$ cat config.mk
export PLATFORM = sky130hd
export DESIGN_NAME = sync_shift_engine
export DESIGN_NICKNAME = d
export VERILOG_FILES = /design/src/rtl/sse_pkg.sv /design/src/rtl/sse_clkgen.sv /design/src/rtl/sse_tx.sv /design/src/rtl/sse_rx.sv /design/src/rtl/sync_shift_engine.sv
export SDC_FILE = /design/constraint.sdc
export NUM_CORES = 1
export LEC_CHECK = 0
export ABC_AREA = 1
export BUFFER_PORTS_ARGS = -buffer_cell sky130_fd_sc_hd__buf_2
export CORE_MARGIN = 2
export CORE_UTILIZATION = 35
export CTS_BUF_LIST = sky130_fd_sc_hd__clkbuf_4 sky130_fd_sc_hd__clkbuf_8 sky130_fd_sc_hd__clkbuf_16
export DETAILED_ROUTE_END_ITERATION = 6
export PLACE_DENSITY = 0.6
export SYNTH_ARGS = -nofsm -noshare
export SYNTH_HDL_FRONTEND = slang
export SYNTH_SLANG_ARGS = --single-unit
$ cat constraint.sdc
create_clock -name clk_i -period 3 [get_ports clk_i]
set_clock_uncertainty 0.15 [all_clocks]
set_input_delay 0.3 -clock clk_i [delete_from_list [all_inputs] [get_ports clk_i]]
set_output_delay 0.3 -clock clk_i [all_outputs]
set_load 0.05 [all_outputs]
$ cat src/rtl/sse_pkg.sv
package sse_pkg;
  localparam int unsigned SSE_MIN_BITS = 4;

  typedef struct packed {
    logic msb_first;
    logic tx_inv;
    logic rx_inv;
  } sse_mode_t;
endpackage

$ cat src/rtl/sse_clkgen.sv
module sse_clkgen #(
  parameter int INT_W  = 13,
  parameter int FRAC_W = 2
) (
  input  logic                    clk_i,
  input  logic                    rst_ni,
  input  logic                    start_i,
  input  logic                    run_i,
  input  logic [INT_W+FRAC_W-1:0] div_i,
  output logic                    tick_o
);
  localparam int CNT_W = INT_W + 1;

  logic [INT_W-1:0]  int_q;
  logic [FRAC_W-1:0] frac_q, acc_q;
  logic [CNT_W-1:0]  cnt_q;
  logic [FRAC_W:0]   sum;

  assign sum    = {1'b0, acc_q} + {1'b0, frac_q};
  assign tick_o = run_i && (cnt_q == '0);

  always_ff @(posedge clk_i or negedge rst_ni) begin
    if (!rst_ni) begin
      int_q  <= '0;
      frac_q <= '0;
      acc_q  <= '0;
      cnt_q  <= '0;
    end else if (start_i) begin
      int_q  <= div_i[INT_W+FRAC_W-1:FRAC_W];
      frac_q <= div_i[FRAC_W-1:0];
      acc_q  <= div_i[FRAC_W-1:0];  // first half: 0 + frac never carries
      cnt_q  <= {1'b0, div_i[INT_W+FRAC_W-1:FRAC_W]};
    end else if (tick_o) begin
      acc_q  <= sum[FRAC_W-1:0];
      cnt_q  <= {1'b0, int_q} + CNT_W'(sum[FRAC_W]);
    end else if (run_i) begin
      cnt_q  <= cnt_q - CNT_W'(1);
    end
  end

  p_tick_gap_r6: assert property (@(posedge clk_i) disable iff (!rst_ni)
    (tick_o && int_q != '0) |=> !tick_o);
endmodule

$ cat src/rtl/sse_tx.sv
module sse_tx #(
  parameter int MAX_BITS = 16,
  parameter int IDX_W    = 4
) (
  input  logic                clk_i,
  input  logic                rst_ni,
  input  logic                start_i,
  input  logic [MAX_BITS-1:0] data_i,
  input  logic [IDX_W-1:0]    pos_i,
  input  logic                inv_i,
  output logic                bit_o
);
  logic [MAX_BITS-1:0] data_q;

  always_ff @(posedge clk_i or negedge rst_ni) begin
    if (!rst_ni)      data_q <= '0;
    else if (start_i) data_q <= data_i;
  end

  assign bit_o = data_q[pos_i] ^ inv_i;
endmodule

$ cat src/rtl/sse_rx.sv
module sse_rx #(
  parameter int MAX_BITS = 16,
  parameter int IDX_W    = 4,
  parameter int NB_W     = 5
) (
  input  logic                clk_i,
  input  logic                rst_ni,
  input  logic                start_i,
  input  logic                sample_i,
  input  logic                last_i,
  input  logic [IDX_W-1:0]    pos_i,
  input  logic                bit_i,
  input  logic                inv_i,
  input  logic [NB_W-1:0]     nbits_i,
  output logic [MAX_BITS-1:0] data_o,
  output logic                valid_o
);
  logic [MAX_BITS-1:0] shreg_q, shreg_nxt;

  always_comb begin
    shreg_nxt        = shreg_q;
    shreg_nxt[pos_i] = bit_i ^ inv_i;
  end

  always_ff @(posedge clk_i or negedge rst_ni) begin
    if (!rst_ni) begin
      shreg_q <= '0;
      data_o  <= '0;
      valid_o <= 1'b0;
    end else begin
      valid_o <= 1'b0;
      if (start_i) begin
        shreg_q <= '0;
      end else if (sample_i) begin
        shreg_q <= shreg_nxt;
        if (last_i) begin
          data_o  <= shreg_nxt;
          valid_o <= 1'b1;
        end
      end
    end
  end

  p_rx_pulse_r9: assert property (@(posedge clk_i) disable iff (!rst_ni)
    valid_o |=> !valid_o);
  p_rx_upper_zero_r9: assert property (@(posedge clk_i) disable iff (!rst_ni)
    valid_o |-> ((data_o >> nbits_i) == '0));
endmodule

$ cat src/rtl/sync_shift_engine.sv
module sync_shift_engine #(
  parameter int MAX_BITS = 16,
  parameter int INT_W    = 13,
  parameter int FRAC_W   = 2,
  localparam int DIV_W   = INT_W + FRAC_W,
  localparam int NB_W    = $clog2(MAX_BITS + 1),
  localparam int IDX_W   = $clog2(MAX_BITS)
) (
  input  logic                clk_i,
  input  logic                rst_ni,
  input  logic [DIV_W-1:0]    div_i,
  input  logic [NB_W-1:0]     nbits_i,
  input  logic                msb_first_i,
  input  logic                tx_inv_i,
  input  logic                rx_inv_i,
  input  logic                loopback_i,
  input  logic [MAX_BITS-1:0] tx_data_i,
  input  logic                tx_valid_i,
  output logic                tx_ready_o,
  output logic [MAX_BITS-1:0] rx_data_o,
  output logic                rx_valid_o,
  output logic                sclk_o,
  output logic                sdo_o,
  input  logic                sdi_i
);
  import sse_pkg::*;

  logic             busy_q, sclk_q;
  logic [IDX_W-1:0] idx_q, pos, last_idx;
  logic [NB_W-1:0]  nb_q, nb_eff;
  sse_mode_t        mode_q;
  logic             start, tick, rise_tick, fall_tick, at_last;
  logic             tx_bit, rx_in;

  always_comb begin
    if (nbits_i < NB_W'(SSE_MIN_BITS))  nb_eff = NB_W'(SSE_MIN_BITS);
    else if (nbits_i > NB_W'(MAX_BITS)) nb_eff = NB_W'(MAX_BITS);
    else                                nb_eff = nbits_i;
  end

  assign start     = tx_valid_i && !busy_q;
  assign rise_tick = tick && !sclk_q;
  assign fall_tick = tick && sclk_q;
  assign last_idx  = IDX_W'(nb_q - NB_W'(1));
  assign at_last   = (idx_q == last_idx);
  assign pos       = mode_q.msb_first ? (last_idx - idx_q) : idx_q;

  always_ff @(posedge clk_i or negedge rst_ni) begin
    if (!rst_ni) begin
      busy_q <= 1'b0;
      sclk_q <= 1'b0;
      idx_q  <= '0;
      nb_q   <= NB_W'(SSE_MIN_BITS);
      mode_q <= '0;
    end else if (start) begin
      busy_q <= 1'b1;
      sclk_q <= 1'b0;
      idx_q  <= '0;
      nb_q   <= nb_eff;
      mode_q <= '{msb_first: msb_first_i, tx_inv: tx_inv_i, rx_inv: rx_inv_i};
    end else if (busy_q && tick) begin
      sclk_q <= ~sclk_q;
      if (fall_tick) begin
        if (at_last) busy_q <= 1'b0;
        else         idx_q  <= idx_q + IDX_W'(1);
      end
    end
  end

  sse_clkgen #(.INT_W(INT_W), .FRAC_W(FRAC_W)) u_clkgen (
    .clk_i   (clk_i),
    .rst_ni  (rst_ni),
    .start_i (start),
    .run_i   (busy_q),
    .div_i   (div_i),
    .tick_o  (tick)
  );

  sse_tx #(.MAX_BITS(MAX_BITS), .IDX_W(IDX_W)) u_tx (
    .clk_i   (clk_i),
    .rst_ni  (rst_ni),
    .start_i (start),
    .data_i  (tx_data_i),
    .pos_i   (pos),
    .inv_i   (mode_q.tx_inv),
    .bit_o   (tx_bit)
  );

  assign sdo_o = busy_q ? tx_bit : tx_inv_i;
  assign rx_in = loopback_i ? sdo_o : sdi_i;

  sse_rx #(.MAX_BITS(MAX_BITS), .IDX_W(IDX_W), .NB_W(NB_W)) u_rx (
    .clk_i    (clk_i),
    .rst_ni   (rst_ni),
    .start_i  (start),
    .sample_i (rise_tick),
    .last_i   (at_last),
    .pos_i    (pos),
    .bit_i    (rx_in),
    .inv_i    (mode_q.rx_inv),
    .nbits_i  (nb_q),
    .data_o   (rx_data_o),
    .valid_o  (rx_valid_o)
  );

  assign sclk_o     = sclk_q;
  assign tx_ready_o = !busy_q;

  p_idle_sclk_low_r8: assert property (@(posedge clk_i) disable iff (!rst_ni)
    tx_ready_o |-> !sclk_o);
  p_accept_drops_ready_r8: assert property (@(posedge clk_i) disable iff (!rst_ni)
    (tx_valid_i && tx_ready_o) |=> !tx_ready_o);
  p_sdo_hold_high_r7: assert property (@(posedge clk_i) disable iff (!rst_ni)
    (busy_q && $past(busy_q) && sclk_o && $past(sclk_o)) |-> $stable(sdo_o));
endmodule

Yosys cells after proc, flatten, opt, wreduce, memory -nomap -nowiden

Index checks and enable logic that the tools add are counted.

$add $sub $neg: 6
$lt $le $gt $ge: 4
Equal/unequal tests: 2
Mux-type cells: 30
Bitwise logic cells: 4
Reduce and logical (&&, ||, !) cells: 18

Operator list:

| operator                                                          | count |
|---|---|
| two-way mux 14 bit                                                | 3 |
| two-way mux 16 bit                                                | 2 |
| two-way mux 4 bit                                                 | 7 |
| bitwise mux 16 bit                                                | 1 |
| adder 13 x 1 -> 14 bit                                            | 1 |
| zero test 14 bit                                                  | 1 |
| subtractor 14 x 1 -> 14 bit, second input constant                | 1 |
| two-way mux 1 bit                                                 | 13 |
| nonzero test 2 bit                                                | 5 |
| AND reduction 3 bit                                               | 3 |
| logical AND 1 bit                                                 | 6 |
| greater-than comparator 5 bit, second input constant              | 1 |
| < comparator 4 x 5 -> 1 bit, second input constant                | 1 |
| < comparator 5 x 3 -> 1 bit, second input constant                | 1 |
| adder 4 x 1 -> 4 bit, second input constant                       | 1 |
| binary-select mux 1 bit (select 4 bit)                            | 1 |
| demux 1 bit (select 4 bit)                                        | 1 |
| == test 4 bit                                                     | 1 |
| greater-or-equal comparator 4 x 1 -> 1 bit, second input constant | 1 |
| two-way mux 2 bit                                                 | 2 |
| subtractor 4 x 1 -> 4 bit, second input constant                  | 1 |
| subtractor 4 bit                                                  | 1 |
| adder 2 x 2 -> 3 bit                                              | 1 |
| nonzero test 3 bit                                                | 1 |
| 4 further kinds                                                   | 7 |

Flip-flop bits (word level): 93
Input bits: 44

Logic depth before layout (Yosys ltp)

Gate-level depths: netlist (run 1).

Depth in word-level cells: 12
Depth in mapped cells: 23
Gate-level depth less buffers: 22

Modules after synthesis

Synthesis (run 1) repeated with hierarchy kept, for this count alone.

Cell total of the unflattened synthesis: 755
Area, all modules: 5461.5 um^2

Modules (own cells, without submodules):

| module            | times used | cells an instance | area each (um^2) | sequential area each (um^2) |
|---|---|---|---|---|
| sse_clkgen        | 1          | 291               | 2028.2           | 775.7 |
| sse_rx            | 1          | 234               | 1667.8           | 825.8 |
| sync_shift_engine | 1          | 123               | 948.4            | 351.6 |
| sse_tx            | 1          | 107               | 817.0            | 400.4 |

Least setup slack after synthesis (run 1)

OpenSTA, ideal clock, no wires.

Path kind: reg-to-output
From: register nb_q[0]
To: output sdo_o
Data arrival time: 2763 ps
Required time: 2550 ps
Slack: -213 ps
Cell stages (with the launch flop): 14
Path buffers: 0
Cell sequence: dfrtp_1 -> inv_1 -> ha_1 -> fa_1 -> xor2_1 -> a21oi_1 -> inv_1 -> nand2_1 -> nand2_1 -> nand2_1 -> nand2_1 -> nand2_1 -> nand2_1 -> a21oi_1

Word-level cells in the longest chain between the ends: 7

RTL lines:

| item                                    | line                    | RTL |
|---|---|---|
| start, declared                         | sync_shift_engine.sv:30 | `logic [NB_W-1:0] nb_q, nb_eff;` |
| start signal, assigned                  | sync_shift_engine.sv:53 | `nb_q <= NB_W'(SSE_MIN_BITS);` |
| start signal, assigned                  | sync_shift_engine.sv:59 | `nb_q <= nb_eff;` |
| subtractor 4 x 1 -> 4 bit               | sync_shift_engine.sv:44 | `assign last_idx = IDX_W'(nb_q - NB_W'(1));` |
| subtractor 4 bit                        | sync_shift_engine.sv:46 | `assign pos = mode_q.msb_first ? (last_idx - idx_q) : idx_q;` |
| two-way mux 4 bit                       | sync_shift_engine.sv:46 |  |
| binary-select mux 1 bit (select 4 bit)  | sse_tx.sv:20            | `assign bit_o = data_q[pos_i] ^ inv_i;` |
| two-way mux 1 bit (implied by the code) | sse_tx.sv:20            |  |
| XOR 1 bit                               | sse_tx.sv:20            |  |
| two-way mux 1 bit                       | sync_shift_engine.sv:89 | `assign sdo_o = busy_q ? tx_bit : tx_inv_i;` |
| end, declared                           | sync_shift_engine.sv:23 | `output logic sdo_o,` |

Every way passes these cells. The select of a mux whose other input is x is not followed.

Worst setup path after layout (run 1)

Same ends and word-level chain as after synthesis.

==> results.toml, run 1 <==
[layout]
diodes = 0
drive_gt1_share_pct = 22.1
nets = 811
n_fill_cell = 1483
syn_to_final_growth_pct = 23.3
fin_util_pct = 44.1

[pwr]
powerDensity_nw_per_um2 = 603
finalPower_mw = 3.86
intPower_mw = 2.58
ir_drop_uv = 314
combPwrFrac_pct = 28.5
switchingPower_mw = 1.27
swShare_pct = 33.0
leakage_nw = 3.16
p_seq_share_pct = 40.4
clkPwrFrac_pct = 31.1

[die]
die_x_um = 126
io_pins = 64
die_height_um = 126
rows = 44
coreArea_um2 = 14500
die_area_um2 = 15800
start_util_pct = 35.8

[critical_path]
worstPathRequired_ns = 2.55
crit_type = "register to output pin"
cp.arrival_ns = 2.70
worst_setup_path_start_kind = "register"
cp_max_fo = 6
worstSetupEndpointType = "output pin"

[timing]
min_period_ns = 3.15
hold_viol_final = 0
report.final.setup_viol = 1
worst_slack_ns = -0.151
fin_crit_sh_pct = 105
finalMaxSlewViolations = 0
worstMarginPinSlew_ns = 0.635
rsz0062_at_grt = "true"
maxSlewHeadroom_pct = 57.7
timing.fmax_mhz = 317

[yosys]
synthFlopType = "dfrtp_1"
synth.net_count = 725
netlist_area_um2 = 5180
yosys_warnings = 0
synth_cells = 670
async_flop_share_pct = 100
synth_edf_count = 0
ys_seq_elements = 93
ys_types = 39
synth_area_per_cell_um2 = 7.74
seq_area_frac_synth_pct = 44.9

[route]
ant_nets = 0
drt_iter0_drc = 331
totalWireLength_um = 13000
routedWlPerCell_um = 13.7
drc = 0
viasPerCell = 4.77
vias = 4510
drt_pass1_iterations = 4

[clock_network]
htree_levels = 3
clock_latency_ns = 0.35
cts.clk_slew.worst_paths_ns = 0.07
cts_tree = "yes"
cts_buffers = 9
cts_root_buffer = "clkbuf_16"
cts_sinks = 93
cts_buffer_depth = 2

[grt]
grt_start_max_net_pins = 65
grt_pass1_wl_um = 22100
overflow = 0
grt_pass1_vias = 4460
antenna_found_initial = 0
grt_use_total_pct = 17.3

[placed_design]
portBuffers = 63
dp_slack_ns = -0.103
dp_hpwl_um = 8950
gp_congestion = 0.839

[outcome]
violations = "setup timing"
status = "finished, violations left"

[hold_path]
min_path_type = "primary input to register"

[run]
maxCapViolCount = 0
==> path summary, 6_finish.rpt <==
| check | startpoint | to | slack (ns) | cells past startpoint |
|---|---|---|---|---|
| worst max-delay path | nb_q[0]$_DFFE_PN0P_ | sdo_o | -0.15 | 15 |
| worst min-delay path | tx_data_i[1] | u_tx.data_q[1]$_DFFE_PN0P_ | 0.009 | 3 |
| worst max register to register | nb_q[0]$_DFFE_PN0P_ | u_rx.shreg_q[13]$_DFFE_PN0P_ | 0.01 | 20 |
| worst min register to register | u_tx.data_q[9]$_DFFE_PN0P_ | u_tx.data_q[9]$_DFFE_PN0P_ | 0.32 | 2 |
| max in group asynchronous | rst_ni | nb_q[2]$_DFFE_PN1P_ | 1.69 | 3 |
| min in group asynchronous | rst_ni | u_rx.shreg_q[7]$_DFFE_PN0P_ | 0.30 | 2 |
==> worst max-delay path, cell delays in order, from the launching register on <==
cell and delay (ns):
dfrtp_1 0.41, inv_2 0.09, ha_4 0.20, fa_1 0.50
o21ai_4 0.24, inv_2 0.09, nand2_1 0.07, nand2_1 0.05
nand2_1 0.05, nand2_1 0.04, nand2_1 0.06, nand2_1 0.06
nand2_1 0.07, nand2_2 0.07, a21oi_4 0.16, buf_6 0.18
==> cells in the final DEF, fill, tap and decap left out, types with 11 or more instances in the layout <==
cell,netlist,final
nand2_1,210,207
dfrtp_1,92,92
inv_1,70,67
buf_2,4,61
nand3_1,63,59
nor2_1,52,51
o21ai_0,38,37
buf_4,0,24
or2_2,16,16
xor2_1,15,15
nand3_2,13,15
o211ai_1,11,11
a21oi_1,13,11
==> kinds of logic after synthesis <==
| family | count (synthesis) | synth area share (%) |
|---|---|---|
| and+or+nand+nor | 378 | 33.0 |
| DFF | 93 | 44.9 |
| buffers and inverters | 92 | 7.12 |
| AOI/OAI and AO/OA | 79 | 9.10 |
| xor gates and xnor gates | 17 | 2.87 |
| adders and majority gates | 11 | 2.94 |
==> flip-flops by register name (all words and copies together) (netlist names), 3 cells and up <==
register and count:
u_tx.data_q 16, idx_q 4, u_clkgen.cnt_q 14, mode_q 3, u_clkgen.int_q 13, u_rx.data_o 16
nb_q 4, u_rx.shreg_q 16
==> routing by layer <==
metal  routed length, um  global-route usage, %  vias to the layer above
met1                6300                   24.1                     2076
li1                    -                      -                     2337
met5                   0                      0                        -
met2                5970                   27.7                       85
met4                 218                   5.16                        0
met3                 469                   3.19                       12
==> power by group through the flow <==
stage / sequential, mW / clock, mW / combinational, mW
floorplan: 1.55 / 0 / 0.737
global route: 1.58 / 1.28 / 1.27
CTS: 1.55 / 1.23 / 1.04
detailed placement: 1.57 / 0 / 0.983
finish: 1.56 / 1.20 / 1.10
global placement: 1.57 / 0 / 0.978
==> layout make-up <==
class                      instances  area, um^2  share of cell area (%)
clock buffer                      13         268                    4.19
clock inverter                     3        43.8                   0.685
inverter                          74         278                    4.35
multi-input combinational        486        2650                    41.5
sequential                        93        2330                    36.4
tap                              184         230                    3.60
timing repair buffer              92         593                    9.28
==> what timing repair did <==
item,CTS,global route
gates cloned,1,1
hold endpoints to repair,33,0
hold buffers,2,0
buffers inserted,5,1
endpoints found under the setup margin,34,35
pin swaps,9,14
gates resized for setup,11,21
==> per-stage QoR <==
stage	std cells	setup TNS [ns]	hold slack (ns)	cell area, um^2
4_1_cts	943	-0.136	0.00125	6250
5_1_grt	945	-6.16	0.0167	6390
6_report	945	-0.151	0.00871	6390
2_1_floorplan	670	0	-0.146	5190
3_5_place_dp	919	-2.09	0.142	5830
3_3_place_gp	919	-0.162	0.138	5830
==> synthesized netlist by cell type (2+ instances only) <==
master | n | share of area (%)
clkbuf_1 | 12 | 0.87
nor3_1 | 8 | 0.77
a21oi_1 | 13 | 1.3
o311ai_0 | 2 | 0.34
nand3_2 | 13 | 2.5
inv_1 | 70 | 5.1
o211ai_1 | 11 | 1.6
nand3_1 | 63 | 6.1
o221ai_1 | 3 | 0.51
nand3b_1 | 7 | 1.0
nand2_4 | 2 | 0.43
nand2_1 | 210 | 15
fa_1 | 2 | 0.77
a31oi_1 | 5 | 0.60
o21ai_0 | 38 | 3.7
dfrtp_1 | 92 | 44
inv_2 | 3 | 0.22
ha_1 | 9 | 2.2
xor2_1 | 15 | 2.5
or2_2 | 16 | 1.9
xnor2_1 | 2 | 0.34
buf_2 | 4 | 0.39
nor2_1 | 52 | 3.8
o22ai_1 | 3 | 0.36
Note: power is estimated with default switching activity, not from simulation.
==> run 2: changes to the inputs <==
Settings changed: CORE_UTILIZATION 35 to 53, CTS_CLUSTER_SIZE from default to 12, PLACE_DENSITY 0.6 to 0.82, SETUP_SLACK_MARGIN from default to 0.2.
==> run 2 against run 1 <==
Net effect:
- the run still ends with setup timing left
- combinational power increased by 20%
- flip-flop and latch count did not move
- fmax is 0.26% lower
- count of clock-buffer cells in the layout fell by 3
- via count is 11% higher
- register-to-register slack lost 0.11 ns
- total power fell by 2.3%
- sequential share of layout area down 1.9 points
- clock power down 27%
- core utilization up 26 points
- routed wire length up 8.4%
- sequential power barely moved
- critical path type unchanged
- critical endpoint unchanged
==> results.toml, run 2 (synthesized netlist as in run 1, its figures left out) <==
[timing]
finalMaxSlewViolations = 0
report.final.setup_viol = 33
worst_slack_ns = -0.160
worstMarginPinSlew_ns = 0.811
rsz0062_at_grt = "true"
min_period_ns = 3.16
fin_crit_sh_pct = 105
timing.fmax_mhz = 316
hold_viol_final = 0
whs_ns = 0.00856
maxSlewHeadroom_pct = 45.9

[critical_path]
worst_setup_path_start_kind = "register"
r2r_end = "u_rx.shreg_q[7]$_DFFE_PN0P_"
regToRegSetupSlack_ns = -0.10
regToRegStartpoint = "nb_q[0]$_DFFE_PN0P_"
worstPathRequired_ns = 2.55
cp.arrival_ns = 2.71
cp_max_fo = 4
crit_type = "register to output pin"
ff2ff_path_depth = 21
worstSetupEndpointType = "output pin"

[route]
ant_nets = 0
drt_iter0_drc = 310
totalWireLength_um = 14000
drt_pass1_iterations = 5
viasPerCell = 5.49
vias = 5025
routedWlPerCell_um = 15.3
drc = 0

[pwr]
p_seq_share_pct = 41.6
clkPwrFrac_pct = 23.3
ir_drop_uv = 316
leakage_nw = 3.24
powerDensity_nw_per_um2 = 558
switchingPower_mw = 1.41
swShare_pct = 37.5
intPower_mw = 2.36
combPwrFrac_pct = 35.1

[grt]
antenna_found_initial = 0
grt_pass1_vias = 4957
overflow = 0
grt_pass1_wl_um = 22600
grt_start_max_net_pins = 65
grt_use_total_pct = 27.3

[outcome]
violations = "setup timing"
status = "finished, violations left"

[placed_design]
dp_slack_ns = -0.0573
gp_congestion = 1.00
dp_hpwl_um = 8920
portBuffers = 63

[clock_network]
cts.clk_slew.worst_paths_ns = 0.09
cts_root_buffer = "clkbuf_8"
cts_buffer_depth = 2
clock_latency_ns = 0.39
htree_levels = 3
cts_buffers = 9
cts_tree = "yes"
cts_sinks = 93

[run]
maxCapViolCount = 0

[layout]
nets = 834
top_regs = "u_rx.data_o: 16 flops, u_rx.shreg_q: 16 flops, u_tx.data_q: 16 flops"
syn_to_final_growth_pct = 30.3
drive_gt1_share_pct = 26.7
layout_common_cells = "nand2_1 (197), dfrtp_1 (92), inv_1 (65)"
diodes = 0
final_common_cell = "nand2_1"

[die]
rows = 36
die_area_um2 = 10600
die_x_um = 103
start_util_pct = 53.8
coreArea_um2 = 9640
io_pins = 64
die_height_um = 103

[hold_path]
hold_depth = 3
hold_end = "u_clkgen.int_q[11]$_DFFE_PN0P_"
min_path_type = "primary input to register"
hp-start = "div_i[13]"
-- run 2: power by group through the flow --
stage | Clock (mW) | Combinational [mW] | Sequential, mW
global placement | 0 | 0.939 | 1.57
finish | 0.876 | 1.32 | 1.57
floorplan | 0 | 0.748 | 1.55
CTS | 0.878 | 1.20 | 1.55
detailed placement | 0 | 0.991 | 1.58
global route | 0.933 | 1.45 | 1.59
-- run 2: layout make-up --
type	instances	area [um^2]
clock buffers	10	138
clock inverters	5	60.1
fillers	739	2890
well taps	133	166
flip-flops and latches	93	2330
inverters	74	282
repair buffers	115	838
multi-input cells	486	2940
-- run 2: per-stage QoR --
stage / setup TNS, ns / instance area (um^2) / cells / util, % / power, mW
final: -2.53 / 6750 / 916 / 70.1 / 3.77
after global routing: -7.13 / 6750 / 916 / 70.1 / 3.97
after CTS: -1.66 / 6530 / 906 / 67.8 / 3.63
after floorplan: 0 / 5200 / 670 / - / 2.30
after detailed placement: -0.939 / 5710 / 859 / 59.2 / 2.57
after global placement: 0 / 5710 / 859 / 59.2 / 2.51
-- run 2: routing by layer --
layer	up-vias	wire (um)	GRT usage, %
li1	2391	-	-
met3	51	832	3.86
met4	0	489	14.1
met5	-	0	0
met2	218	6970	45.8
met1	2365	5760	34.5
-- run 2: repair_timing --
| action | in CTS | in global routing |
|---|---|---|
| hold endpoints to repair | 81 | 0 |
| gates resized for setup | 56 | 32 |
| setup buffers | 8 | 10 |
| gates cloned | 2 | 0 |
| pin swaps | 13 | 13 |
| hold buffers | 22 | 0 |
| endpoints found under the setup margin | 34 | 40 |
-- run 2: worst max-delay path: stages, from the launching register on --
cell and delay, ns:
dfrtp_1 0.40, inv_2 0.09, ha_4 0.21, fa_2 0.36
xor2_1 0.19, a21oi_2 0.24, inv_2 0.09, nand2_1 0.07
nand2_1 0.05, nand2_1 0.08, nand2_1 0.06, nand2_1 0.07
nand2_2 0.08, a21oi_4 0.16, buf_6 0.18
-- run 2: worst max-delay path by stage --
stage,startpoint,to,slack [ns],depth (start not counted)
floorplan,nb_q[0]$_DFFE_PN0P_,u_rx.data_o[5]$_DFFE_PN0P_,0.21,20
global placement,nb_q[0]$_DFFE_PN0P_,u_rx.data_o[6]$_DFFE_PN0P_,0.07,18
detailed placement,nb_q[0]$_DFFE_PN0P_,u_rx.shreg_q[8]$_DFFE_PN0P_,-0.06,19
CTS,nb_q[0]$_DFFE_PN0P_,sdo_o,-0.09,15
global route,nb_q[0]$_DFFE_PN0P_,sdo_o,-0.27,15
finish,nb_q[0]$_DFFE_PN0P_,sdo_o,-0.16,14
==> run 3: changes to the inputs <==
Settings changed: PLACE_DENSITY 0.82 to 0.81, SYNTH_HIERARCHICAL from default to 1.
==> run 3 against run 2 <==
Net effect:
- the flow still finishes with violations (setup timing)
- first-iteration DRC count down 10%
- flip-flop and latch count unchanged
- fmax down 1.5%
- combinational power up 92%
- sequential power up 15%
- total power up 39%
==> results.toml, run 3 <==
[placed_design]
dp_hpwl_um = 9360
place_area_um2 = 6060
portBuffers = 63
dp_cells = 951
gp_congestion = 0.908

[grt]
grt_util_met3_pct = 3.46
grt_start_max_net_pins = 46
grt_pass1_vias = 5201
top_usage_layer = "met2"
antenna_found_initial = 0
grtUsageMet1_pct = 30.9
overflow = 0
grt_util_met2_pct = 45.3
grt_pass1_wl_um = 23000
grt_use_total_pct = 25.5

[route]
drc = 0
ant_nets = 0
viasPerCell = 5.23
routedWlPerCell_um = 13.7
drt_pass1_iterations = 5
totalWireLength_um = 13500
drt_iter0_drc = 279
vias = 5179

[die]
coreArea_um2 = 9860
start_util_pct = 55.0
die_height_um = 105
die_area_um2 = 11100
die_x_um = 105
io_pins = 64
rows = 36

[critical_path]
cp_slowest_stage_delay_ns = 0.37
cp.arrival_ns = 3.33
r2r_end = "u_rx/data_o[7]$_DFFE_PN0P_"
critPathSlowestCell = "dfrtp_1"
cp_max_fo = 8
worstSetupEndpointType = "register"
regToRegStartpoint = "nb_q[0]$_DFFE_PN0P_"
crit_chain = "inv_2, ha_4, xor2_1, ha_1, a21oi_1, nand2_1, xnor2_1, nand2_1, nand2_2, inv_1, nand3_2, nand2_1, nand2_1, nand2_1, nand2_2, o21ai_4, mux2_4, inv_2, nand2_2, nand2_4, buf_12, nand2_2, nand3_1, nand2_1"
regToRegSetupSlack_ns = -0.21
cpLargestDelayFamily = "simple AND/OR/NAND/NOR gates"
ff2ff_path_depth = 24
cp.buffers_inverters = 4
worstPathRequired_ns = 3.12
cp_common_cell = "nand2_1"
worst_setup_path_start_kind = "register"
crit_type = "register to register"

[clock_network]
cts_root_buffer = "clkbuf_8"
cts.clk_slew.worst_paths_ns = 0.09
cts_tree = "yes"
htree_levels = 3
cts_sinks = 93
clock_latency_ns = 0.37
cts_buffers = 9
cts_buffer_depth = 2

[hold_path]
min_path_type = "primary input to register"
hold_depth = 3
hold_end = "u_tx/data_q[0]$_DFFE_PN0P_"
hp-start = "tx_data_i[0]"

[yosys]
netlist_area_um2 = 5430
yosys_warnings = 6
synth_area_per_cell_um2 = 7.22
synth.net_count = 807
synth_cells = 752

[layout]
top_regs = "u_rx/data_o: 16 flops, u_rx/shreg_q: 16 flops, u_tx/data_q: 16 flops"
syn_to_final_growth_pct = 22.8
layout_common_cells = "nand2_1 (268), dfrtp_1 (92), inv_1 (77)"
nets = 907
postLayoutCellArea_um2 = 6670
drive_gt1_share_pct = 23.2
stdcell_count = 990
diodes = 0
final_common_cell = "nand2_1"

[timing]
finalMaxSlewViolations = 0
worst_slack_ns = -0.207
hold_viol_final = 0
report.final.setup_viol = 33
worstMarginPinSlew_ns = 0.572
rsz0062_at_grt = "true"
fin_crit_sh_pct = 107
maxSlewHeadroom_pct = 61.9
whs_ns = 0.00679
min_period_ns = 3.21
timing.fmax_mhz = 312

[pwr]
powerDensity_nw_per_um2 = 785
ir_drop_uv = 403
leakage_nw = 3.56
finalPower_mw = 5.23

[outcome]
violations = "setup timing"
status = "finished, violations left"

[run]
maxCapViolCount = 0
[run 3: layout make-up]
class                           count  area, um^2
Sequential cell                    93        2330
Tap cell                          133         166
Inverter                           91         348
Timing Repair Buffer              106         721
Fill cell                         790        3200
Multi-Input combinational cell    551        2900
Clock buffer                       11         151
Clock inverter                      5        57.6
[run 3: how the worst max path moves through the flow]
stage | from | to | cells after the start
6_report | nb_q[0]$_DFFE_PN0P_ | u_rx/data_o[7]$_DFFE_PN0P_ | 24
2_1_floorplan | nb_q[0]$_DFFE_PN0P_ | u_rx/data_o[1]$_DFFE_PN0P_ | 23
4_1_cts | nb_q[0]$_DFFE_PN0P_ | u_rx/data_o[11]$_DFFE_PN0P_ | 23
3_5_place_dp | nb_q[1]$_DFFE_PN0P_ | u_rx/data_o[15]$_DFFE_PN0P_ | 21
3_3_place_gp | nb_q[1]$_DFFE_PN0P_ | u_rx/data_o[11]$_DFFE_PN0P_ | 23
5_1_grt | nb_q[0]$_DFFE_PN0P_ | u_rx/data_o[7]$_DFFE_PN0P_ | 24
[run 3: repair_timing]
action	in CTS	in global routing
gates cloned	1	0
buffers inserted	4	0
gates resized for setup	25	16
endpoints found under the setup margin	33	33
pin swaps	11	12
hold buffers	18	0
endpoints found under the hold margin	59	0
[run 3: worst min-delay path, delay by kind of cell]
family                 cells  cell delay (ns)
buffers and inverters      1             0.08
AO/OA/AOI/OAI              1             0.07
AND/OR/NAND/NOR            1             0.04
[run 3: per-stage QoR]
| step | setup WS (ns) | setup TNS (ns) | util, % |
|---|---|---|---|
| 2_1_floorplan | -0.140 | -2.92 | - |
| 3_3_place_gp | -0.0556 | -1.02 | 61.4 |
| 3_5_place_dp | -0.176 | -4.47 | 61.4 |
| 4_1_cts | -0.150 | -4.53 | 66.9 |
| 5_1_grt | -0.348 | -10.34 | 67.6 |
| 6_report | -0.207 | -5.28 | 67.6 |
[run 3: power by group]
| part | switching [mW] | leakage [nW] | internal, mW | total (mW) |
|---|---|---|---|---|
| clock network | 0.454 | 0.110 | 0.432 | 0.886 |
| logic | 1.58 | 2.24 | 0.955 | 2.54 |
| registers | 0.260 | 1.20 | 1.55 | 1.81 |
[run 3: routing by layer]
| metal | wire, um | share of wire, % |
|---|---|---|
| met4 | 249 | 1.8 |
| met2 | 6920 | 51 |
| met5 | 0 | 0 |
| met1 | 5680 | 42 |
| met3 | 673 | 5.0 |
